$ cat src/rtl/bit_test_unit.sv
module bit_test_unit #(
  parameter int WORD_W = 36,
  parameter logic [2:0] GROUP_CODE = 3'b110
) (
  input  logic              clk,
  input  logic              rst_n,
  input  logic              op_valid,
  input  logic [8:0]        opcode,
  input  logic [WORD_W-1:0] ac_in,
  input  logic [WORD_W-1:0] mem_in,
  input  logic [WORD_W/2-1:0] ea,
  output logic              res_valid,
  output logic [WORD_W-1:0] ac_out,
  output logic              ac_we,
  output logic              skip
);
  localparam int HALF_W = WORD_W / 2;

  logic [1:0] mod_f, skp_f;
  logic hit, zero;
  logic [WORD_W-1:0] raw_mask, mask, nxt_ac;
  logic nxt_skip;

  assign hit   = op_valid && (opcode[8:6] == GROUP_CODE);
  assign mod_f = opcode[5:4];
  assign skp_f = opcode[2:1];

  assign raw_mask = opcode[3] ? mem_in : {{HALF_W{1'b0}}, ea};
  assign mask     = opcode[0] ? {raw_mask[HALF_W-1:0], raw_mask[WORD_W-1:HALF_W]} : raw_mask;
  assign zero     = ((ac_in & mask) == '0);

  always_comb begin
    case (mod_f)
      2'b01:   nxt_ac = ac_in & ~mask;
      2'b10:   nxt_ac = ac_in ^ mask;
      2'b11:   nxt_ac = ac_in | mask;
      default: nxt_ac = ac_in;
    endcase
    case (skp_f)
      2'b01:   nxt_skip = zero;
      2'b10:   nxt_skip = 1'b1;
      2'b11:   nxt_skip = !zero;
      default: nxt_skip = 1'b0;
    endcase
  end

  always_ff @(posedge clk or negedge rst_n) begin
    if (!rst_n) begin
      res_valid <= 1'b0;
      ac_we     <= 1'b0;
      skip      <= 1'b0;
      ac_out    <= '0;
    end else begin
      res_valid <= hit;
      ac_we     <= hit && (mod_f != 2'b00);
      skip      <= hit && nxt_skip;
      if (hit) ac_out <= nxt_ac;
    end
  end
endmodule

$ cat config.mk
export PLATFORM = sky130hd
export DESIGN_NAME = bit_test_unit
export DESIGN_NICKNAME = d
export VERILOG_FILES = /design/src/rtl/bit_test_unit.sv
export SDC_FILE = /design/constraint.sdc
export NUM_CORES = 1
export LEC_CHECK = 0
export BUFFER_PORTS_ARGS = -buffer_cell sky130_fd_sc_hd__buf_2
export CORE_ASPECT_RATIO = 2
export CORE_MARGIN = 2
export CORE_UTILIZATION = 50
export CTS_CLUSTER_SIZE = 10
export DETAILED_ROUTE_END_ITERATION = 16
export PLACE_DENSITY_LB_ADDON = 0.2
export SYNTH_ARGS = -nofsm -noshare
export SYNTH_HDL_FRONTEND = slang
export SYNTH_SLANG_ARGS = --single-unit
export TNS_END_PERCENT = 20
$ cat constraint.sdc
create_clock -name clk -period 1.7 [get_ports clk]
set_input_delay 0.17 -clock clk [delete_from_list [all_inputs] [get_ports clk]]
set_output_delay 0.17 -clock clk [all_outputs]
set_load 0.02 [all_outputs]
# Word level (Yosys, flattened, before mapping)
# Cells that the tools add are included.
[op_classes]
bitwise_logic = 5
muxes = 4
n_eq_ne = 7
n_reduce_logical = 6
[ops]
columns = ["op", "n"]
rows = [
  ["one-hot mux 36 bit (3 select lines)", 1],
  ["AND 36 bit", 2],
  ["2-to-1 mux 36 bit", 2],
  ["logical NOT 36 bit", 1],
  ["NOT 36 bit", 1],
  ["OR 36 bit", 1],
  ["XOR 36 bit", 1],
  ["equality test 2 bit, second input constant", 4],
  ["equality test 2 x 1 -> 1 bit, second input constant", 2],
  ["equality test 3 bit, second input constant", 1],
  ["logical AND 1 bit", 3],
  ["one-hot mux 1 bit (3 select lines)", 1],
  ["nonzero test 2 bit", 1],
  ["logical NOT 1 bit", 1],
]
[totals]
word_cells = 26
inputBits = 102
reg_bits = 39

# Logic depth before layout (Yosys ltp)
# Gate-level depths: netlist of run 1.
[logic_depth]
ltp_word = 7
depth_mapped = 10

# Least setup slack after synthesis of run 1
# Ideal clock, no wire load.
[synth_timing]
kind = "in2reg"
start = "in opcode[0]"
end = "reg skip"
slack_ns = -0.737
stages = 10
arrival_time_ns = 2.359
required_ns = 1.622
path_cell_list = "buf_2 -> buf_2 -> mux2_2 -> a22oi_1 -> inv_1 -> ha_1 -> nor4_2 -> nand4_1 -> or4_1 -> a21oi_1"
[synth_between]
elab_chain_len = 6
[synth_rtl]
columns = ["element", "line", "text"]
rows = [
  ["from (decl)", "8", "input logic [8:0] opcode,"],
  ["2-to-1 mux 36 bit *", "29", "assign mask = opcode[0] ? {raw_mask[HALF_W-1:0], raw_mask[WORD_W-1:HALF_W]} : raw_mask;"],
  ["AND 36 bit *", "30", "assign zero = ((ac_in & mask) == '0);"],
  ["logical NOT 36 bit *", "30", ""],
  ["logical NOT 1 bit", "42", "2'b11: nxt_skip = !zero;"],
  ["one-hot mux 1 bit (3 select lines) *", "39", "case (skp_f)"],
  ["logical AND 1 bit *", "56", "skip <= hit && nxt_skip;"],
  ["to (signal assigned)", "56", ""],
  ["to (decl)", "15", "output logic skip"],
]
# Every way passes the cells marked *; elsewhere a longest branch is shown, timed or not.
# A chain may end at the register's enable or synchronous reset.

# Worst setup path after layout of run 1
# Same ends and word-level chain as after synthesis.

==> results of run 1 <==
-- worst reg2reg max path, delay by kind of cell (launching register included) --
kind | cells | cell delay [ps]
and+or+nand+nor | 2 | 120
DFF | 1 | 390
-- synthesized netlist by cell type, types with 3 or more instances --
| master | count |
|---|---|
| ha_1 | 108 |
| mux2_2 | 36 |
| nor4_2 | 3 |
| mux4_2 | 36 |
| buf_2 | 8 |
| clkbuf_1 | 8 |
| nor2_1 | 3 |
| dfrtp_1 | 39 |
| buf_1 | 6 |
| nor4_1 | 4 |
| buf_4 | 4 |
| a22oi_1 | 35 |
| inv_1 | 108 |
| nand2_1 | 110 |
-- per-layer routing --
metal / routed length, um / track usage (%) / vias to the layer above
met4: 675 / 13.3 / 0
met2: 8400 / 54.6 / 145
met5: 0 / 0 / -
met3: 605 / 2.30 / 36
li1: - / - / 2185
met1: 5480 / 31.2 / 2234
-- per-stage QoR --
step	util [%]	setup TNS, ps	worst slack (ps)
floorplan	-	-5200	-429
global placement	66.2	-23000	-1150
detailed placement	66.2	-24290	-1240
CTS	74.0	-966	-386
global route	76.1	-3450	-530
finish	76.1	-1750	-443
-- what timing repair did --
item / 4_1_cts / 5_1_grt
buffers inserted: 15 / 12
hold buffers: 1 / 0
gates cloned: 4 / 0
endpoints found under the hold margin: 18 / 0
resized for setup: 67 / 20
setup endpoints to repair: 37 / 35
pin swaps: 26 / 15
-- worst max path at each step --
stage / end / slack [ps] / cells past startpoint
floorplan: skip$_DFF_PN0_ / -430 / 10
detailed placement: skip$_DFF_PN0_ / -1240 / 10
global route: skip$_DFF_PN0_ / -530 / 11
global placement: skip$_DFF_PN0_ / -1150 / 10
CTS: skip$_DFF_PN0_ / -390 / 11
finish: skip$_DFF_PN0_ / -440 / 11
-- state kept, by name, summed over array words and instances (netlist names) --
signal     cells
ac_we          1
skip           1
res_valid      1
ac_out        36
-- cell families (layout without fill, tap and decap cells) --
family / count (synthesis) / count (layout)
simple gates: 130 / 130
compound gates: 38 / 38
fa+ha+maj: 108 / 108
mux: 72 / 72
flops: 39 / 39
buf+inv: 135 / 360
-- power by group --
part | internal, mW | switching (mW) | total [mW]
Combinational | 1.01 | 1.09 | 2.10
Clock | 0.731 | 0.413 | 1.14
Sequential | 1.12 | 0.0924 | 1.22
Total | 2.86 | 1.60 | 4.46
-- final cells by class --
cell class / count / area [sq um] / share of cell area (%)
inverters: 109 / 409 / 5.58
repair buffers: 243 / 1690 / 23.0
well taps: 132 / 165 / 2.25
multi-input cells: 348 / 3920 / 53.5
clock inverters: 2 / 35.0 / 0.478
clock buffers: 6 / 139 / 1.89
flip-flops and latches: 39 / 976 / 13.3
==> run summary, run 1 <==
- 2 — worst r2r path cells
- 0.944 — placer's final routability congestion estimate
- 60 ps — clk slew on worst S/H paths
- 0 — fin. max-slew vios
- simple AND/OR/NAND/NOR gates — crit-path leading delay family
- skip$_DFF_PN0_ — endpoint with the worst hold slack
- 290 ps — worst skew pair latency
- 39 — flops & latches, synth
- 141 — num ports
- 10,700 sq um — overall die area
- 11,300 um — Post-DP HPWL
- 956 — final net count
- 21 — final number of setup-violating endpoints
- 0 — max-cap viol count
- 5 — highest net fanout along the worst path
- 26 — number of unique standard cell types used by synthesis
- 5 — Inserted Clock Buffers
- 2360 ps — arrival time of the worst setup path
- finished with violations — status
- 9640 sq um — core footprint
- 670 — fill cell instance count of the final layout
- 547 ps — Worst-Margin Slew
- 53.4% — layout cells sized above 1
- 49.2% — layout overhead on the synthesized area
- 0 — number of antenna violations at the first check in global routing
- setup timing — violations in the final reports
- ha_1, dfrtp_1, mux4_2, nand2_1, inv_1 — Area contributors post-synth
- 732 — post-synthesis net count
- 5.76% — share of the synthesized area in compound gates (AO/OA/AOI/OAI)
- flip-flop — critical path endpoint category
- 24.8% — mux contribution to synthesized area
- opcode[2] — Hold Crit Start
- 19.9% — proportion of synthesized chip area in sequential cells
- 0 — number of flops mapped to enable cells by yosys
- 2 — CTS HTree Levels
- 3.98 nW — Leak Pwr
- 28.9% — combined global-route utilization of all metal layers
- in -> reg — type of the worst min-delay path
- 177 ps — final hold slack
- 196 — number of DRC markers in iteration 0
- 879 — post-layout instance count excluding filler cells
- buf_2 — commonest non-fill, non-tap cell in the layout
- 126% — ratio of final minimum period to clock period
- 51.0% — initial core utilization
- 4 — count of buffer and inverter cells on the critical path
- in -> reg — critical setup path kind
- 522 — gate count after technology mapping
- 0% — xor/xnor cell area share of the yosys netlist
- 2140 ps — final period demand of the worst path
- 39 — clk sinks
- adder cells — main combinational cell family by area after synthesis
- clkbuf_16 — library cell used as clock root buffer
- 4,737 — vias in the first global route
- 144 um — die height
- 140 — number of input and output port buffers inserted
- buf_2, inv_1, nand2_1 — commonest non-fill, non-tap cells in the layout
- 17.3 um — wire length per cell
- 74.1 um — x dimension of the die
- opcode[0] — startpoint of the most critical setup path
- 5.23 — routed via count divided by cell count
- 6370 sq um — post-placement cell area
- dfrtp_1 — ys flop type
- ha_1 — largest area contributor in the netlist
- 63.5% — Rel. slew slack
- buf_16 -> buf_4 -> mux2_4 -> a22oi_2 -> inv_1 -> ha_1 -> nor4_1 -> buf_4 -> nand4_1 -> or4_4 -> a21oi_2 — CP Cell Sequence
- 844 — count of placed standard cells including taps
- 0 — count of antenna-violating nets left after detailed routing
- input port — startpoint kind of the worst setup timing path
- 0 ps — worst clock skew
- 38 — pin count of the biggest net entering global routing
- 4 — Pre-Repair DR Iteration Count
- ac_out[17]$_DFFE_PN0P_ — reg2reg start
- 1920 ps — required arrival time at the worst endpoint
- 1080 ps — FF-to-FF setup slack
- 3 — number of cells on the worst hold path
- or4_4 — slowest cell on the critical path
- 467 MHz — Max Fclk
- 51 — number of rows created at floorplan
- 552 uV — maximum vdd drop
- 2 — maximum buffer depth of the clock tree
- 0 — Hold Fails Final Rpt
- -443 ps — setup slack of the critical path after layout
- 4,600 — vias after detailed routing
- 608 nW/um^2 — power density relative to cell area
- buf_4 — dominant cell type by count on the critical path
- done — TritonCTS clock tree
- 27.5% — portion of synthesized cell area occupied by the leading cell type
- 7330 sq um — Final Instance Area
- 15,200 um — sum of routed wire length over all layers
- 0 — number of synthesis warnings
- 460 ps — Slowest Stage Delay on Critical Path
- 100% — share of flip-flops with an asynchronous set or reset
- 4.46 mW — power after layout
- 9.41 sq um — mean post-synth cell area
- ac_out[17]$_DFFE_PN0P_ — Critical R2R Capture
- 27.5% — arithmetic-cell share of the synthesized area counting full adders, half adders and majority gates
- 0 — DRC viols
- 4910 sq um — area of the mapped netlist
- yes — RSZ-0062 raised after global routing
- 23,100 um — global-route wire length before repair
- 0 — aggregate global routing overflow
- 0 — diode insertion count for antenna repair
- 11.3% — fraction of the mapped netlist area in simple logic gates
No activity file was read; power rests on OpenSTA's default activity.
==> inputs of run 2 (changes only) <==
--- a/config.mk
+++ b/config.mk
@@ -6,13 +6,14 @@
 export NUM_CORES = 1
 export LEC_CHECK = 0
 export BUFFER_PORTS_ARGS = -buffer_cell sky130_fd_sc_hd__buf_2
+export CAP_MARGIN = 20
 export CORE_ASPECT_RATIO = 2
 export CORE_MARGIN = 2
-export CORE_UTILIZATION = 50
+export CORE_UTILIZATION = 49
 export CTS_CLUSTER_SIZE = 10
 export DETAILED_ROUTE_END_ITERATION = 16
 export PLACE_DENSITY_LB_ADDON = 0.2
 export SYNTH_ARGS = -nofsm -noshare
 export SYNTH_HDL_FRONTEND = slang
 export SYNTH_SLANG_ARGS = --single-unit
-export TNS_END_PERCENT = 20
+export TNS_END_PERCENT = 10
==> constraint.sdc (replaced) <==
create_clock -name clk -period 1.79 [get_ports clk]
set_input_delay 0.179 -clock clk [delete_from_list [all_inputs] [get_ports clk]]
set_output_delay 0.179 -clock clk [all_outputs]
set_load 0.02 [all_outputs]
==> run 2 against run 1 <==
The flow still finishes with violations (setup timing). Flip-flop and latch count unchanged. Combinational power shrank 10%. Die area rose by 2.0%. Global-route usage decreased by 1.6 points. First-iteration DRC count up 8.7%. Wire length down 2.9%. Setup slack improved by 49 ps. Non-clock buffer count decreased by 24. Clock power is 6% lower. Critical path depth is the same. Critical path type unchanged. Largest cell class unchanged. Highest routed layer unchanged.
==> run summary, run 2 (same netlist as run 1, synthesis figures left out) <==
- finished with violations — status
- setup timing — violations in the final reports
- yes — RSZ-0062 raised after global routing
- 500 ps — Slowest Stage Delay on Critical Path
- buf_2 — commonest non-fill, non-tap cell in the layout
- 5.34 — routed via count divided by cell count
- clkbuf_16 — library cell used as clock root buffer
- 0 — Hold Fails Final Rpt
- or4_1 — slowest cell on the critical path
- 140 — number of input and output port buffers inserted
- 0.895 — placer's final routability congestion estimate
- 0 — aggregate global routing overflow
- opcode[0] — startpoint of the most critical setup path
- 458 MHz — Max Fclk
- 406 ps — Worst-Margin Slew
- buf_12 — dominant cell type by count on the critical path
- 146 um — die height
- 51 — number of rows created at floorplan
- 3.83 nW — Leak Pwr
- 1170 ps — FF-to-FF setup slack
- 2400 ps — arrival time of the worst setup path
- 40.4% — layout overhead on the synthesized area
- 856 — post-layout instance count excluding filler cells
- ac_out[7]$_DFFE_PN0P_ — reg2reg start
- buf_2, nand2_1, inv_1 — commonest non-fill, non-tap cells in the layout
- 39 — clk sinks
- 40 — pin count of the biggest net entering global routing
- 50.3% — initial core utilization
- 4,780 — vias in the first global route
- 5 — Inserted Clock Buffers
- 3 — number of cells on the worst hold path
- 0 — DRC viols
- ac_out — largest register by flop count
- 27.3% — combined global-route utilization of all metal layers
- 213 — number of DRC markers in iteration 0
- -394 ps — setup slack of the critical path after layout
- 141 — num ports
- done — TritonCTS clock tree
- 595 nW/um^2 — power density relative to cell area
- 0 — count of antenna-violating nets left after detailed routing
- 0 ps — worst clock skew
- 1 — number of antenna violations at the first check in global routing
- 70.7% — final cell utilization of the core
- flip-flop — critical path endpoint category
- 10,900 sq um — overall die area
- 11 — final number of setup-violating endpoints
- 0 — fin. max-slew vios
- input port — startpoint kind of the worst setup timing path
- 9760 sq um — core footprint
- 23,000 um — global-route wire length before repair
- 835 — count of placed standard cells including taps
- 11,500 um — Post-DP HPWL
- in -> reg — critical setup path kind
- 2180 ps — final period demand of the worst path
- 70 ps — clk slew on worst S/H paths
- 8 — highest net fanout along the worst path
- 2 — maximum buffer depth of the clock tree
- 290 ps — worst skew pair latency
- in -> reg — type of the worst min-delay path
- 401 uV — maximum vdd drop
- 2 — worst r2r path cells
- 14,700 um — sum of routed wire length over all layers
- 36 — flip-flop count of the largest register after layout
- buf_12 -> buf_12 -> buf_8 -> mux2_2 -> a22oi_2 -> inv_1 -> ha_1 -> nor4b_2 -> nand4_1 -> or4_1 -> a21oi_1 — CP Cell Sequence
- 4 — Pre-Repair DR Iteration Count
- ac_out[7]$_DFFE_PN0P_ — Critical R2R Capture
- 122% — ratio of final minimum period to clock period
- 17.2 um — wire length per cell
- skip$_DFF_PN0_ — capture point of the critical path
- 2 — CTS HTree Levels
- 932 — final net count
- 2010 ps — required arrival time at the worst endpoint
- 49.1% — layout cells sized above 1
- 72.9% — Rel. slew slack
- 4,570 — vias after detailed routing
- 0 — max-cap viol count
- 74.8 um — x dimension of the die
- 786 — fill cell instance count of the final layout
-- run 2: cell types whose count changed in the layout (fill, tap and decap cells not counted), moves of 3 or more --
cell     delta
buf_4      -22
ha_1       +18
ha_4       -12
ha_2        -6
buf_16      -5
buf_12      +3
nand2_1     +3
nand2_2     -3
-- run 2: repair_timing --
item | 4_1_cts | 5_1_grt
setup buffers | 5 | 6
resized for setup | 31 | 36
endpoints found under the setup margin | 35 | 32
endpoints found under the hold margin | 39 | 0
pin swaps | 13 | 22
hold buffers | 1 | 0
-- run 2: final cells by class --
cell class                 count  area (sq um)  share of cell area (%)
timing repair buffer         219          1430                    20.8
inverter                     109           409                    5.93
multi-input combinational    348          3740                    54.3
clock buffer                   5           125                    1.81
antenna                        1          2.50                  0.0363
tap                          132           165                    2.39
clock inverter                 3          43.8                   0.635
sequential                    39           976                    14.1
-- run 2: where the power goes --
part | internal [mW] | total [mW] | switching, mW
Combinational | 0.883 | 1.89 | 1.00
Clock | 0.659 | 1.07 | 0.408
Sequential | 1.07 | 1.15 | 0.0883
Total | 2.61 | 4.11 | 1.50
-- run 2: per-layer routing --
| metal | up-vias | global-route usage (%) | share of wire (%) | wire length, um |
|---|---|---|---|---|
| met3 | 56 | 3.12 | 4.1 | 598 |
| met1 | 2212 | 30.3 | 36 | 5290 |
| met5 | - | 0 | 0 | 0 |
| li1 | 2122 | - | - | - |
| met2 | 180 | 48.1 | 54 | 7940 |
| met4 | 0 | 15.4 | 6.1 | 901 |
-- run 2: stage by stage --
stage          total power [mW]  hold slack, ps  area, sq um  setup TNS (ps)  setup slack, ps
2_1_floorplan              2.17            -117         5020           -2560             -348
3_3_place_gp               2.84             165         6300          -14550             -838
3_5_place_dp               2.92             168         6300          -16680             -963
4_1_cts                    4.06             170         6660            -385             -345
5_1_grt                    4.36             186         6900           -2060             -476
6_report                   4.11             173         6900            -812             -394
-- run 2: worst min path at each step --
stage | start | to | slack [ps]
final | opcode[2] | skip$_DFF_PN0_ | 170
after global routing | opcode[2] | skip$_DFF_PN0_ | 190
after CTS | opcode[2] | skip$_DFF_PN0_ | 170
after detailed placement | rst_n | ac_out[5]$_DFFE_PN0P_ | 170
after global placement | rst_n | ac_out[5]$_DFFE_PN0P_ | 170
after floorplan | rst_n | ac_out[0]$_DFFE_PN0P_ | -120
-- run 2: critical path: cells and delay by family --
family | cells | cell delay, ps
buf+inv | 4 | 410
simple gates | 3 | 1000
mux | 1 | 340
fa+ha+maj | 1 | 200
compound gates | 2 | 270
==> inputs of run 3 (changes only) <==
--- a/config.mk
+++ b/config.mk
@@ -13,6 +13,7 @@
 export CTS_CLUSTER_SIZE = 10
 export DETAILED_ROUTE_END_ITERATION = 16
 export PLACE_DENSITY_LB_ADDON = 0.2
+export SETUP_SLACK_MARGIN = 0.5
 export SYNTH_ARGS = -nofsm -noshare
 export SYNTH_HDL_FRONTEND = slang
 export SYNTH_SLANG_ARGS = --single-unit
==> run 3 against run 2 <==
The flow still finishes with violations (setup timing). Worst hold slack better by 15 ps. Sequential share of layout area down 0.079 points. Largest power group unchanged. First-iteration DRC count down 11%. Sequential power about the same. Final cell count unchanged. Critical path type unchanged. Wire length down 1.0%. Die area unchanged. Highest routed layer unchanged.
==> run summary, run 3 (same netlist as run 1, synthesis figures left out) <==
- buf_2, nand2_1, inv_1 — commonest non-fill, non-tap cells in the layout
- 23,100 um — global-route wire length before repair
- 404 uV — maximum vdd drop
- 73.2% — Rel. slew slack
- setup timing — violations in the final reports
- 49.7% — layout cells sized above 1
- 0 — Hold Fails Final Rpt
- 4,548 — vias after detailed routing
- 27.4% — combined global-route utilization of all metal layers
- 0 — aggregate global routing overflow
- 146 um — die height
- 51 — number of rows created at floorplan
- 2160 ps — final period demand of the worst path
- 0 — fin. max-slew vios
- 11,500 um — Post-DP HPWL
- in -> reg — critical setup path kind
- 60 ps — clk slew on worst S/H paths
- 0 — count of antenna-violating nets left after detailed routing
- -370 ps — setup slack of the critical path after layout
- -872 ps — aggregate negative setup slack
- clkbuf_16 — library cell used as clock root buffer
- 187 ps — final hold slack
- 2 — maximum buffer depth of the clock tree
- 932 — final net count
- 5.31 — routed via count divided by cell count
- buf_2 — commonest non-fill, non-tap cell in the layout
- 190 — number of DRC markers in iteration 0
- 14,600 um — sum of routed wire length over all layers
- 141 — num ports
- 12 — final number of setup-violating endpoints
- 140 — number of input and output port buffers inserted
- finished with violations — status
- done — TritonCTS clock tree
- 402 ps — Worst-Margin Slew
- 41.2% — layout overhead on the synthesized area
- 5 — Inserted Clock Buffers
- 8 — highest net fanout along the worst path
- 4,808 — vias in the first global route
- 0 ps — worst clock skew
- 36 — flip-flop count of the largest register after layout
- 9760 sq um — core footprint
- yes — RSZ-0062 raised after global routing
- ac_out — largest register by flop count
- 74.8 um — x dimension of the die
- 0 — DRC viols
- 17.0 um — wire length per cell
- 3.84 nW — Leak Pwr
- 50.3% — initial core utilization
- 121% — ratio of final minimum period to clock period
- 71.1% — final cell utilization of the core
- 0.895 — placer's final routability congestion estimate
- 2000 ps — required arrival time at the worst endpoint
- 0 — max-cap viol count
- 39 — clk sinks
- 1 — number of antenna violations at the first check in global routing
- -963 ps — pre-CTS WS
- 290 ps — worst skew pair latency
- 2 — CTS HTree Levels
- 2370 ps — arrival time of the worst setup path
- 40 — pin count of the biggest net entering global routing
- 10,900 sq um — overall die area
- 592 nW/um^2 — power density relative to cell area
- 4 — Pre-Repair DR Iteration Count
- flip-flop — critical path endpoint category
- 463 MHz — Max Fclk
- 778 — fill cell instance count of the final layout
- in -> reg — type of the worst min-delay path
- input port — startpoint kind of the worst setup timing path
## run 3: stage by stage
stage / instance area (sq um) / instances / power, mW
detailed placement: 6300 / 835 / 2.92
floorplan: 5020 / 522 / 2.17
global placement: 6300 / 835 / 2.84
CTS: 6710 / 849 / 4.07
finish: 6940 / 856 / 4.11
global route: 6940 / 856 / 4.37
## run 3: final cells by class
| cell class | instances | area [sq um] | area share (%) |
|---|---|---|---|
| Antenna cell | 1 | 2.50 | 0.0361 |
| Clock buffer | 5 | 125 | 1.80 |
| Clock inverter | 3 | 43.8 | 0.631 |
| Inverter | 109 | 409 | 5.90 |
| Multi-Input combinational cell | 348 | 3770 | 54.4 |
| Sequential cell | 39 | 976 | 14.1 |
| Tap cell | 132 | 165 | 2.38 |
| Timing Repair Buffer | 219 | 1440 | 20.8 |
## run 3: final timing paths
kind	start	depth (start not counted)	slack, ps	endpoint
setup reg to reg	ac_out[7]$_DFFE_PN0P_	2	1160	ac_out[7]$_DFFE_PN0P_
min in group asynchronous	rst_n	3	370	ac_out[5]$_DFFE_PN0P_
max in group asynchronous	rst_n	3	1190	ac_out[34]$_DFFE_PN0P_
hold / removal	opcode[2]	3	190	skip$_DFF_PN0_
hold reg to reg	ac_out[15]$_DFFE_PN0P_	2	470	ac_out[15]$_DFFE_PN0P_
setup / recovery	opcode[0]	11	-370	skip$_DFF_PN0_
## run 3: power breakdown
group	internal [mW]	switching (mW)	total (mW)	leakage, nW
Sequential	1.07	0.0881	1.15	0.495
Combinational	0.888	1.00	1.89	3.26
Clock	0.659	0.406	1.06	0.0838
Total	2.61	1.50	4.11	3.84
## run 3: worst max-delay path, cell delays in order
cell and delay (ps):
buf_12 110, buf_12 130, mux2_2 340, a22oi_2 180, inv_1 70, ha_2 190
nor4_4 280, buf_4 150, nand4_1 90, or4_1 500, a21oi_1 150
## run 3: what timing repair did
item	4_1_cts	5_1_grt
hold buffers	1	0
gates resized for setup	39	35
pin swaps	19	31
buffers inserted	5	6
endpoints found under the hold margin	39	0
setup endpoints to repair	37	37
## run 3: metal layers
| metal | vias up | routed length, um | GRT usage, % | share of wire (%) |
|---|---|---|---|---|
| met5 | - | 0 | 0 | 0 |
| met4 | 0 | 857 | 16.1 | 5.9 |
| met3 | 51 | 561 | 3.05 | 3.8 |
| met2 | 154 | 7850 | 48.0 | 54 |
| met1 | 2223 | 5310 | 30.5 | 36 |
| li1 | 2120 | - | - | - |
